## src/rtl/stim_seq_pkg.sv

```systemverilog
package stim_seq_pkg;

  typedef enum logic [1:0] {
    ST_IDLE   = 2'd0,
    ST_LOAD   = 2'd1,
    ST_STREAM = 2'd2,
    ST_DONE   = 2'd3
  } seq_state_e;

  // Generator for the stimulus words held in each dataset ROM.
  function automatic int unsigned sample_word(int unsigned ds, int unsigned pos);
    return (ds << 12) + pos * (ds + 3) + 7;
  endfunction

endpackage

```

## src/rtl/seq_ctrl.sv

```systemverilog
module seq_ctrl
  import stim_seq_pkg::*;
#(
  parameter int          NUM_DS  = 3,
  parameter int          ADDR_W  = 4,
  parameter int          IDX_W   = 2,
  parameter int unsigned DS_LEN [NUM_DS] = '{5, 3, 7}
) (
  input  logic              clk,
  input  logic              rst_n,
  input  logic              start_i,
  output seq_state_e        state_o,
  output logic [IDX_W-1:0]  ds_idx_o,
  output logic [ADDR_W-1:0] addr_o,
  output logic              start_take_o,
  output logic              last_smp_o,
  output logic              last_ds_o
);

  seq_state_e        state_q;
  logic [IDX_W-1:0]  ds_q;
  logic [ADDR_W-1:0] addr_q;
  logic [ADDR_W-1:0] last_addr;

  assign last_addr    = ADDR_W'(DS_LEN[ds_q] - 1);
  assign start_take_o = (state_q == ST_IDLE) && start_i;
  assign last_smp_o   = (state_q == ST_STREAM) && (addr_q == last_addr);
  assign last_ds_o    = (ds_q == IDX_W'(NUM_DS - 1));

  always_ff @(posedge clk or negedge rst_n) begin
    if (!rst_n) begin
      state_q <= ST_IDLE;
      ds_q    <= '0;
      addr_q  <= '0;
    end else begin
      case (state_q)
        ST_IDLE: begin
          if (start_i) state_q <= ST_LOAD;
        end
        ST_LOAD: begin
          state_q <= ST_STREAM;
          addr_q  <= '0;
        end
        ST_STREAM: begin
          if (last_smp_o) begin
            addr_q <= '0;
            if (last_ds_o) begin
              state_q <= ST_DONE;
            end else begin
              state_q <= ST_LOAD;
              ds_q    <= ds_q + IDX_W'(1);
            end
          end else begin
            addr_q <= addr_q + ADDR_W'(1);
          end
        end
        default: state_q <= ST_DONE;
      endcase
    end
  end

  assign state_o  = state_q;
  assign ds_idx_o = ds_q;
  assign addr_o   = addr_q;

endmodule

```

## src/rtl/seq_sample_rom.sv

```systemverilog
module seq_sample_rom
  import stim_seq_pkg::*;
#(
  parameter int          NUM_DS  = 3,
  parameter int          DATA_W  = 16,
  parameter int          MAX_LEN = 16,
  parameter int          ADDR_W  = 4,
  parameter int          IDX_W   = 2,
  parameter int unsigned DS_LEN [NUM_DS] = '{5, 3, 7}
) (
  input  logic [IDX_W-1:0]  ds_idx_i,
  input  logic [ADDR_W-1:0] addr_i,
  output logic [DATA_W-1:0] word_o
);

  logic [DATA_W-1:0] bank_word [NUM_DS];

  for (genvar g = 0; g < NUM_DS; g++) begin : g_bank
    logic [DATA_W-1:0] rom [MAX_LEN];
    for (genvar i = 0; i < MAX_LEN; i++) begin : g_word
      if (i < DS_LEN[g]) begin : g_used
        assign rom[i] = DATA_W'(sample_word(unsigned'(g), unsigned'(i)));
      end else begin : g_pad
        assign rom[i] = '0;
      end
    end
    assign bank_word[g] = rom[addr_i];
  end

  assign word_o = bank_word[ds_idx_i];

endmodule

```

## src/rtl/seq_param_bank.sv

```systemverilog
module seq_param_bank #(
  parameter int          NUM_DS = 3,
  parameter int          PRM_W  = 16,
  parameter int          IDX_W  = 2,
  parameter int unsigned DS_N      [NUM_DS] = '{64, 128, 32},
  parameter int unsigned DS_NFRAME [NUM_DS] = '{4, 8, 2},
  parameter int unsigned DS_THRESH [NUM_DS] = '{100, 250, 40}
) (
  input  logic [IDX_W-1:0] ds_idx_i,
  output logic [PRM_W-1:0] n_o,
  output logic [PRM_W-1:0] nframe_o,
  output logic [PRM_W-1:0] thresh_o
);

  assign n_o      = PRM_W'(DS_N[ds_idx_i]);
  assign nframe_o = PRM_W'(DS_NFRAME[ds_idx_i]);
  assign thresh_o = PRM_W'(DS_THRESH[ds_idx_i]);

endmodule

```

## src/rtl/stim_sequencer.sv

```systemverilog
module stim_sequencer
  import stim_seq_pkg::*;
#(
  parameter int          NUM_DS  = 3,
  parameter int          DATA_W  = 16,
  parameter int          PRM_W   = 16,
  parameter int          MAX_LEN = 16,
  parameter int unsigned DS_LEN    [NUM_DS] = '{5, 3, 7},
  parameter int unsigned DS_N      [NUM_DS] = '{64, 128, 32},
  parameter int unsigned DS_NFRAME [NUM_DS] = '{4, 8, 2},
  parameter int unsigned DS_THRESH [NUM_DS] = '{100, 250, 40},
  localparam int         IDX_W   = (NUM_DS > 1) ? $clog2(NUM_DS) : 1,
  localparam int         ADDR_W  = (MAX_LEN > 1) ? $clog2(MAX_LEN) : 1
) (
  input  logic              clk,
  input  logic              rst_n,
  input  logic              start_i,
  output logic [DATA_W-1:0] smp_data_o,
  output logic              smp_vld_o,
  output logic [PRM_W-1:0]  prm_n_o,
  output logic [PRM_W-1:0]  prm_nframe_o,
  output logic [PRM_W-1:0]  prm_thresh_o,
  output logic              prm_vld_o,
  output logic [IDX_W-1:0]  ds_idx_o,
  output logic              done_o
);

  // Named internal events, observed by the bound checker.
  seq_state_e        state;
  logic [ADDR_W-1:0] addr;
  logic              start_take;
  logic              last_smp;
  logic              last_ds;
  logic [DATA_W-1:0] rom_word;

  seq_ctrl #(
    .NUM_DS (NUM_DS),
    .ADDR_W (ADDR_W),
    .IDX_W  (IDX_W),
    .DS_LEN (DS_LEN)
  ) u_ctrl (
    .clk          (clk),
    .rst_n        (rst_n),
    .start_i      (start_i),
    .state_o      (state),
    .ds_idx_o     (ds_idx_o),
    .addr_o       (addr),
    .start_take_o (start_take),
    .last_smp_o   (last_smp),
    .last_ds_o    (last_ds)
  );

  seq_sample_rom #(
    .NUM_DS  (NUM_DS),
    .DATA_W  (DATA_W),
    .MAX_LEN (MAX_LEN),
    .ADDR_W  (ADDR_W),
    .IDX_W   (IDX_W),
    .DS_LEN  (DS_LEN)
  ) u_rom (
    .ds_idx_i (ds_idx_o),
    .addr_i   (addr),
    .word_o   (rom_word)
  );

  seq_param_bank #(
    .NUM_DS    (NUM_DS),
    .PRM_W     (PRM_W),
    .IDX_W     (IDX_W),
    .DS_N      (DS_N),
    .DS_NFRAME (DS_NFRAME),
    .DS_THRESH (DS_THRESH)
  ) u_prm (
    .ds_idx_i (ds_idx_o),
    .n_o      (prm_n_o),
    .nframe_o (prm_nframe_o),
    .thresh_o (prm_thresh_o)
  );

  assign smp_vld_o  = (state == ST_STREAM);
  assign prm_vld_o  = (state == ST_LOAD);
  assign done_o     = (state == ST_DONE);
  assign smp_data_o = smp_vld_o ? rom_word : '0;

endmodule

```

## config.mk

```make
export PLATFORM = sky130hd
export DESIGN_NAME = stim_sequencer
export DESIGN_NICKNAME = d
export VERILOG_FILES = /design/src/rtl/stim_seq_pkg.sv /design/src/rtl/seq_ctrl.sv /design/src/rtl/seq_sample_rom.sv /design/src/rtl/seq_param_bank.sv /design/src/rtl/stim_sequencer.sv
export SDC_FILE = /design/constraint.sdc
export NUM_CORES = 1
export LEC_CHECK = 0
export CAP_MARGIN = 20
export CORE_ASPECT_RATIO = 1.2
export CORE_UTILIZATION = 35
export DETAILED_ROUTE_END_ITERATION = 8
export GPL_TIMING_DRIVEN = 0
export MAX_ROUTING_LAYER = met4
export PLACE_DENSITY = 0.75
export SYNTH_ARGS = -nofsm -noshare
export SYNTH_HDL_FRONTEND = slang
export SYNTH_SLANG_ARGS = --single-unit
```

## constraint.sdc

```tcl
create_clock -name clk -period 5 [get_ports clk]
set_clock_uncertainty 0.15 [all_clocks]
set_input_delay 1 -clock clk [delete_from_list [all_inputs] [get_ports clk]]
set_output_delay 1 -clock clk [all_outputs]
set_load 0.03 [all_outputs]
```

== Word level (Yosys, flattened, before mapping) ==
Memories as Yosys holds them, arrays and structs flattened.
Index checks and enable logic that the tools add are counted.

* Eq/ne operators: 7
* Bitwise logic cells: 3
* Order comparisons: 2
* Add/sub/neg operators: 3
* Reductions and logical operators: 5
* Mux-type cells: 28

{| class="wikitable"
|+ Operators with widths
! kind !! count
|-
| $bmux 32 s2 || 4
|-
| $mux 16 || 15
|-
| $bmux 16 s2 || 1
|-
| $mux 4 || 3
|-
| $pmux 4 s2 || 1
|-
| $eq 2x2->1 const B || 3
|-
| $mux 2 || 3
|-
| $pmux 2 s3 || 1
|-
| $ge 5x5->1 const B || 1
|-
| $not 4->5 || 1
|-
| $add 4x1->4 const B || 1
|-
| $eq 4x4->1 || 1
|-
| $sub 4x1->4 const B || 1
|-
| $ge 3x3->1 const B || 1
|-
| $not 2->3 || 1
|-
| $reduce_and 3->1 || 1
|-
| $add 2x1->2 const B || 1
|-
| $eq 2x1->1 const B || 1
|-
| $logic_not 2->1 || 1
|-
| $ne 2x1->1 const B || 1
|-
| $ne 2x2->1 const B || 1
|-
| $reduce_and 2->1 || 1
|-
| $reduce_bool 2->1 || 1
|-
| $logic_and 1x1->1 || 1
|-
| $not 1->1 || 1
|}

* Output and inout port bits: 69
* Bits in read-only memories: 768
* Bits in registers: 8
* Input port bits: 3
* Memories kept: 3
* Word-level logic and storage cells: 54

{| class="wikitable"
|+ Memories
! memory !! depth !! bits a word !! rd ports !! clocked after Yosys merged registers in !! write ports !! RTL line !! text
|-
| (name not given) || 16 || 16 || 1 || 0 || 0 || seq_sample_rom.sv:27 || <nowiki>assign bank_word[g] = rom[addr_i];</nowiki>
|-
| (name not given) || 16 || 16 || 1 || 0 || 0 || seq_sample_rom.sv:27 ||
|-
| (name not given) || 16 || 16 || 1 || 0 || 0 || seq_sample_rom.sv:27 ||
|}

== Logic depth before layout (Yosys ltp) ==
Gate-level depths: netlist (run 1).

* Word-level depth: 9
* Mapped depth: 7
* Gate-level depth less buffers: 6

== Cells and area by module ==
Synthesis (run 1) repeated with hierarchy kept, for this count alone.

* Cell total of the unflattened synthesis: 174
* Area, all modules: 1503.9 um^2

{| class="wikitable"
|+ Modules (own cells, without submodules)
! module !! area an instance (um^2) !! instances !! cells each !! sequential area each (um^2)
|-
| seq_ctrl || 570.5 || 1 || 53 || 200.2
|-
| seq_param_bank || 380.4 || 1 || 50 || 0.0
|-
| seq_sample_rom || 361.6 || 1 || 50 || 0.0
|-
| stim_sequencer || 191.4 || 1 || 21 || 0.0
|}

== Least setup slack after synthesis (run 1) ==
Ideal clock, no wire load.

* Kind: reg2out
* Start point: register u_ctrl.state_q[0] (netlist: u_ctrl.state_o[0])
* End point: output smp_data_o[2]
* Slack: 0.931 ns
* Stages on the path, launching flop included: 7
* Data required time: 3.850 ns
* Arrival: 2.919 ns
* Buffers on the path: 0
* Path through: dfrtp_1 -> inv_1 -> ha_1 -> nor2b_1 -> and2_1 -> a21oi_1 -> a2111oi_0

* Cells in the longest elaborated chain, start to end: 2

{| class="wikitable"
|+ RTL lines
! what !! RTL line !! text
|-
| from (decl) || seq_ctrl.sv:20 || <nowiki>seq_state_e state_q;</nowiki>
|-
| from (signal assigned) || seq_ctrl.sv:32 || <nowiki>state_q <= ST_IDLE;</nowiki>
|-
| from (signal assigned) || seq_ctrl.sv:38 || <nowiki>if (start_i) state_q <= ST_LOAD;</nowiki>
|-
| from (signal assigned) || seq_ctrl.sv:41 || <nowiki>state_q <= ST_STREAM;</nowiki>
|-
| $eq 2x2->1 || stim_sequencer.sv:80 || <nowiki>assign smp_vld_o = (state == ST_STREAM);</nowiki>
|-
| named net smp_vld_o || stim_sequencer.sv:19 || <nowiki>output logic smp_vld_o,</nowiki>
|-
| $mux 16 || stim_sequencer.sv:83 || <nowiki>assign smp_data_o = smp_vld_o ? rom_word : '0;</nowiki>
|-
| to (decl) || stim_sequencer.sv:18 || <nowiki>output logic [DATA_W-1:0] smp_data_o,</nowiki>
|}

The timed path passes the listed nets, and every way through them passes these cells.

== Worst setup path in the final report (run 1) ==
* Start point: register u_ctrl.state_q[0] (netlist: u_ctrl.state_o[0])
* End point: output smp_data_o[2]

* Cells in the longest elaborated chain, start to end: 2

{| class="wikitable"
|+ RTL lines
! what !! RTL line
|-
| $eq 2x2->1 || stim_sequencer.sv:80
|-
| $mux 16 || stim_sequencer.sv:83
|}

No other way between the ends.

==> flow_metrics.tcl, run 1 <==
set metrics [dict create \
    status "finished, final reports clean" \
    port_buffers 28 \
    final_common_cell "buf_4" \
    h-tree-depth 1 \
    postRouteAntennaNets 0 \
    p_per_area_mw_per_mm2 107.3 \
    tns_ns 0 \
    synthCells 146 \
    antenna_found_initial 0 \
    cts_made_buffers 3 \
    crit_type "reg -> out" \
    crit_path_end_kind "output port" \
    clk_latency_ns 0.24 \
    initial_utilization 0.3794 \
    die-width_um 55.48 \
    power.total_uw 183.2 \
    routed_wl_mm 2.179 \
    hold_buffers 0 \
    first_pass_iters 4 \
    die-area_sq_mm 0.003671 \
    ys_types 31 \
    grt_pass1_vias 830 \
    io_pins 72 \
    cts_tree "yes" \
    drc 0 \
    setup_slack_ns 1.070 \
    ir_drop_v 0.00007645 \
    setup_viol 0 \
    postCtsSetupBuffers 0 \
    max-cap-violations 0 \
    placed_cell_area_sq_mm 0.001684 \
    min_period_ns 3.930 \
    cts-root-buf "clkbuf_4" \
    place_worst_setup_slack_ns 1.319 \
    holdWs_ns 0.5015 \
    drt_iter0_drc 21 \
    die_y_um 66.17 \
    cp-start-kind "register" \
    drt-wirelength-per-cell_um 8.545 \
    rsz0062_at_grt "false" \
    routed_via_density 3.875 \
    grt_remaining_overflow 0 \
    drive_gt1_frac 0.2603 \
    synth.avg_cell_area_sq_um 8.227 \
    core-area_sq_mm 0.003166 \
    min_period_over_period 0.7860 \
    antenna_cells 0 \
    post_cts_resized 0 \
    required_ns 3.85 \
    grt_max_degree 11 \
    place_hpwl_mm 1.861 \
    arrival_ns 2.78 \
    clockBufferDepth 2 \
    reg2reg_slack_ns 2.54 \
    ys_seq_area_frac 0.1667 \
    clock-sinks 8 \
    worstPathMaxFanout 6 \
    grt_pass1_wl_mm 3.408 \
    rows 22 \
    final_area_sq_mm 0.001707 \
    p_leak_uw 0.0009064 \
    ys_warn_count 0 \
    drv_slew 0 \
    path_clk_slew_ns 0.05 \
    syn_area_sq_mm 0.001201 \
    synth-seq-cells 8 \
    place_congestion 0.8629 \
    vias 988 \
    syn2layout_area_growth_pct 42.08 \
    grt_usage 0.1155 \
    final_cell_mix "50 x buf_4, 43 x conb_1, 28 x clkdlybuf4s50_1, 16 x ha_1, 11 x inv_1" \
    fmax_mhz 254.5 \
    nets 240 \
    hold_viol_final 0 \
    hold_path.class "reg -> reg" \
]
[metal layers]
| layer | share of wire | up-vias | wire length (um) | GRT usage |
|---|---|---|---|---|
| li1 | - | 531 | - | - |
| met1 | 0.40 | 410 | 875 | 0.1210 |
| met2 | 0.54 | 47 | 1168 | 0.2259 |
| met3 | 0.061 | 0 | 134 | 0.005871 |
| met4 | 0 | 0 | 0 | 0.04688 |
| met5 | 0 | - | 0 | - |
[kinds of logic (layout without fill, tap and decap cells)]
group	count (synthesis)	count (layout)	share of synthesized area
AOI/OAI and AO/OA	22	22	0.1271
xor gates and xnor gates	6	6	0.04375
adders and majority gates	16	16	0.1667
buffers and inverters	65	96	0.3615
DFF	8	8	0.1667
muxes	4	4	0.03438
other	1	43	0.003122
and+or+nand+nor	24	24	0.09688
[layout make-up]
cell class	count	area [sq um]
buffer	54	392.9
clock buffer	3	22.52
multi-input combinational	115	724.4
fill	324	1459
inverter	11	41.29
timing repair buffer	28	280.3
tap	36	45.04
sequential	8	200.2
[critical path: stages (launching register included)]
cell	delay, ns
dfrtp_1	0.42
inv_1	0.12
ha_1	0.33
nor2b_1	0.24
and2_1	0.21
a21oi_1	0.05
a2111oi_0	0.40
clkdlybuf4s50_1	0.75
[per-stage QoR]
stage,utilization,cells
after floorplan,-,188
after global placement,0.5320,252
after detailed placement,0.5320,252
after CTS,0.5391,255
after global routing,0.5391,255
final,0.5391,255
[cell usage after synthesis]
library cell,count,area share
xnor2_1,4,0.029
o21ai_0,4,0.017
and3_1,1,0.0052
buf_2,2,0.0083
a21oi_1,7,0.029
nor4_1,1,0.0052
mux2i_1,3,0.025
nor2b_1,1,0.0052
clkbuf_1,2,0.0063
nand4_1,1,0.0052
ha_1,16,0.17
xor2_1,2,0.015
and2_1,2,0.010
nand2_1,10,0.031
a31oi_1,2,0.010
o22ai_1,3,0.016
inv_1,11,0.034
a211oi_1,1,0.0063
nor3_1,1,0.0042
o21ai_2,1,0.0073
dfrtp_1,8,0.17
conb_1,1,0.0031
nor2_1,4,0.012
mux2_1,1,0.0094
o21ai_1,1,0.0042
buf_4,50,0.31
nand3b_1,2,0.012
nand2b_1,1,0.0052
a2111oi_0,1,0.0073
o41ai_4,1,0.023
a32oi_1,1,0.0073
[state kept, by name, summed over array words and instances (netlist names)]
register         count
u_ctrl.state_o       2
u_ctrl.addr_o        4
u_ctrl.ds_idx_o      2
[path summary, 6_finish.rpt]
| path | from | to | cells past startpoint |
|---|---|---|---|
| max | u_ctrl.state_o[0] | smp_data_o[2] | 7 |
| min | u_ctrl.state_o[1] | u_ctrl.state_o[1] | 2 |
| max reg2reg | u_ctrl.ds_idx_o[1] | u_ctrl.ds_idx_o[1] | 7 |
| min reg2reg | u_ctrl.state_o[1] | u_ctrl.state_o[1] | 2 |
| max in group asynchronous | rst_n | u_ctrl.addr_o[3] | 1 |
| min in group asynchronous | rst_n | u_ctrl.state_o[1] | 1 |
[power breakdown]
part	total (uW)	internal (uW)	switching, uW
registers	64.8	64.8	0
clock network	46.5	27.3	19.2
logic	71.9	24.0	47.9
total	183	116	67.1
No activity file was read; power rests on OpenSTA's default activity.
==> inputs of run 2 (changes only) <==
Clock period 5 ns to 3.9 ns, I/O delays scaled along.
==> results of run 2 <==
The final DEF is identical to that of run 1. Status: finished, final reports clean.
Among the figures that moved: setup slack after placement 1.319 ns -> 0.4386 ns; setup slack after layout 1.070 ns -> 0.1900 ns; register-to-register setup slack 2.54 ns -> 1.44 ns; total power 183.2 uW -> 234.9 uW; worst IR drop on VDD 0.00007645 V -> 0.00009802 V
==> inputs of run 3 (changes only) <==
Settings changed: PLACE_DENSITY 0.75 to 0.69, SYNTH_HIERARCHICAL from default to 1.
==> flow_metrics.tcl, run 3 <==
set metrics [dict create \
    min_period_ns 3.438 \
    fillers 399 \
    top_layer "met4" \
    critPathMaxStageDelay_ns 0.67 \
    clk_latency_ns 0.23 \
    final_common_cell "buf_4" \
    grt_pass1_vias 990 \
    die-width_um 61.59 \
    grt_pass1_wl_mm 4.195 \
    grt_usage 0.1219 \
    die-area_sq_mm 0.004527 \
    cp-start-kind "register" \
    fmax_mhz 290.9 \
    ys_warn_count 6 \
    cts-root-buf "clkbuf_8" \
    p_per_area_mw_per_mm2 130.2 \
    largest_reg_flops 4 \
    vias 1176 \
    antenna_cells 0 \
    cts_made_buffers 3 \
    place_worst_setup_slack_ns 0.6879 \
    dpl.cell_count 295 \
    path_clk_slew_ns 0.04 \
    core-area_sq_mm 0.004004 \
    clockBufferDepth 2 \
    place_congestion 0.7865 \
    hold_buffers 0 \
    wl_met3_um 112 \
    cp_top_family "buffers and inverters" \
    nets 267 \
    cts_tree "yes" \
    io_pins 72 \
    die_y_um 73.51 \
    initial_utilization 0.3725 \
    drt_iter0_drc 27 \
    antenna_found_initial 0 \
    path_cells "inv_1, ha_1, a21o_1, a2111oi_2, and3b_2, clkdlybuf4s50_1" \
    status "finished, final reports clean" \
    critPathSlowestCell "clkdlybuf4s50_1" \
    post_cts_resized 0 \
    crit_buf_inv 2 \
    drc 0 \
    crit_path_end_kind "output port" \
    postCtsSetupBuffers 0 \
    p_leak_uw 0.001128 \
    syn_area_sq_mm 0.001491 \
    grt_max_degree 16 \
    finalNonFillerCells 298 \
    dr_wl_met2_mm 1.380 \
    rows 25 \
    min_period_over_period 0.8815 \
    routed_via_density 3.946 \
    h-tree-depth 1 \
    drt-met1-wl_mm 1.149 \
    holdWs_ns 0.4533 \
    first_pass_iters 4 \
    final_cell_mix "51 x buf_4, 43 x conb_1, 28 x clkdlybuf4s50_1, 18 x ha_1, 13 x inv_1" \
    synth.avg_cell_area_sq_um 8.671 \
    hold_path.class "reg -> reg" \
    drt-wirelength-per-cell_um 8.913 \
    max-cap-violations 0 \
    setup_slack_ns 0.4622 \
    place_hpwl_mm 2.175 \
    synthCells 172 \
    crit_type "reg -> out" \
    worstPathMaxFanout 8 \
    drive_gt1_frac 0.3033 \
    ir_drop_v 0.0001471 \
    arrival_ns 2.51 \
    required_ns 2.97 \
    setup_viol 0 \
    grt_remaining_overflow 0 \
    routed_wl_mm 2.656 \
    power.total_uw 264.9 \
    rsz0062_at_grt "false" \
    postRouteAntennaNets 0 \
    tns_ns 0 \
    drv_slew 0 \
    hold_viol_final 0 \
    syn2layout_area_growth_pct 36.41 \
    port_buffers 28 \
    clock-sinks 8 \
]
[run 3: layer usage]
metal | global-route usage | up-vias
li1 | - | 623
met1 | 0.1418 | 518
met4 | 0.03704 | 0
met3 | 0.005282 | 2
met2 | 0.2198 | 33
met5 | - | -
[run 3: report_power, final]
part           total (uW)  leakage [uW]  switching, uW  internal, uW
clock network        99.3     0.0000216           32.4          66.9
logic                82.3       0.00101           52.0          30.3
registers            83.3      0.000101              0          83.3
[run 3: layout make-up]
| class | instances | area [sq um] | area share |
|---|---|---|---|
| repair buffers | 28 | 280.3 | 0.1378 |
| inverters | 14 | 55.05 | 0.02706 |
| well taps | 54 | 67.56 | 0.03321 |
| clock buffers | 3 | 41.29 | 0.02030 |
| multi-input cells | 136 | 968.4 | 0.4760 |
| plain buffers | 55 | 421.7 | 0.2073 |
| flip-flops and latches | 8 | 200.2 | 0.09840 |
[run 3: path summary, 6_finish.rpt]
path / startpoint / end / slack, ns / cells after the start
worst min register to register: u_ctrl/addr_o[2] / u_ctrl/addr_o[2] / 0.45 / 1
worst min-delay path: u_ctrl/addr_o[2] / u_ctrl/addr_o[2] / 0.45 / 1
min in group asynchronous: rst_n / u_ctrl/addr_o[1] / 0.69 / 1
max in group asynchronous: rst_n / u_ctrl/ds_idx_o[0] / 2.64 / 1
worst max-delay path: u_ctrl/addr_o[0] / smp_data_o[2] / 0.46 / 6
worst max register to register: u_ctrl/ds_idx_o[0] / u_ctrl/addr_o[2] / 1.77 / 6
[run 3: metrics by stage]
step / instance area (sq um) / util
after floorplan: 1645 / -
after global placement: 1993 / 0.4978
after detailed placement: 1993 / 0.4978
after CTS: 2034 / 0.5081
after global routing: 2034 / 0.5081
final: 2034 / 0.5081
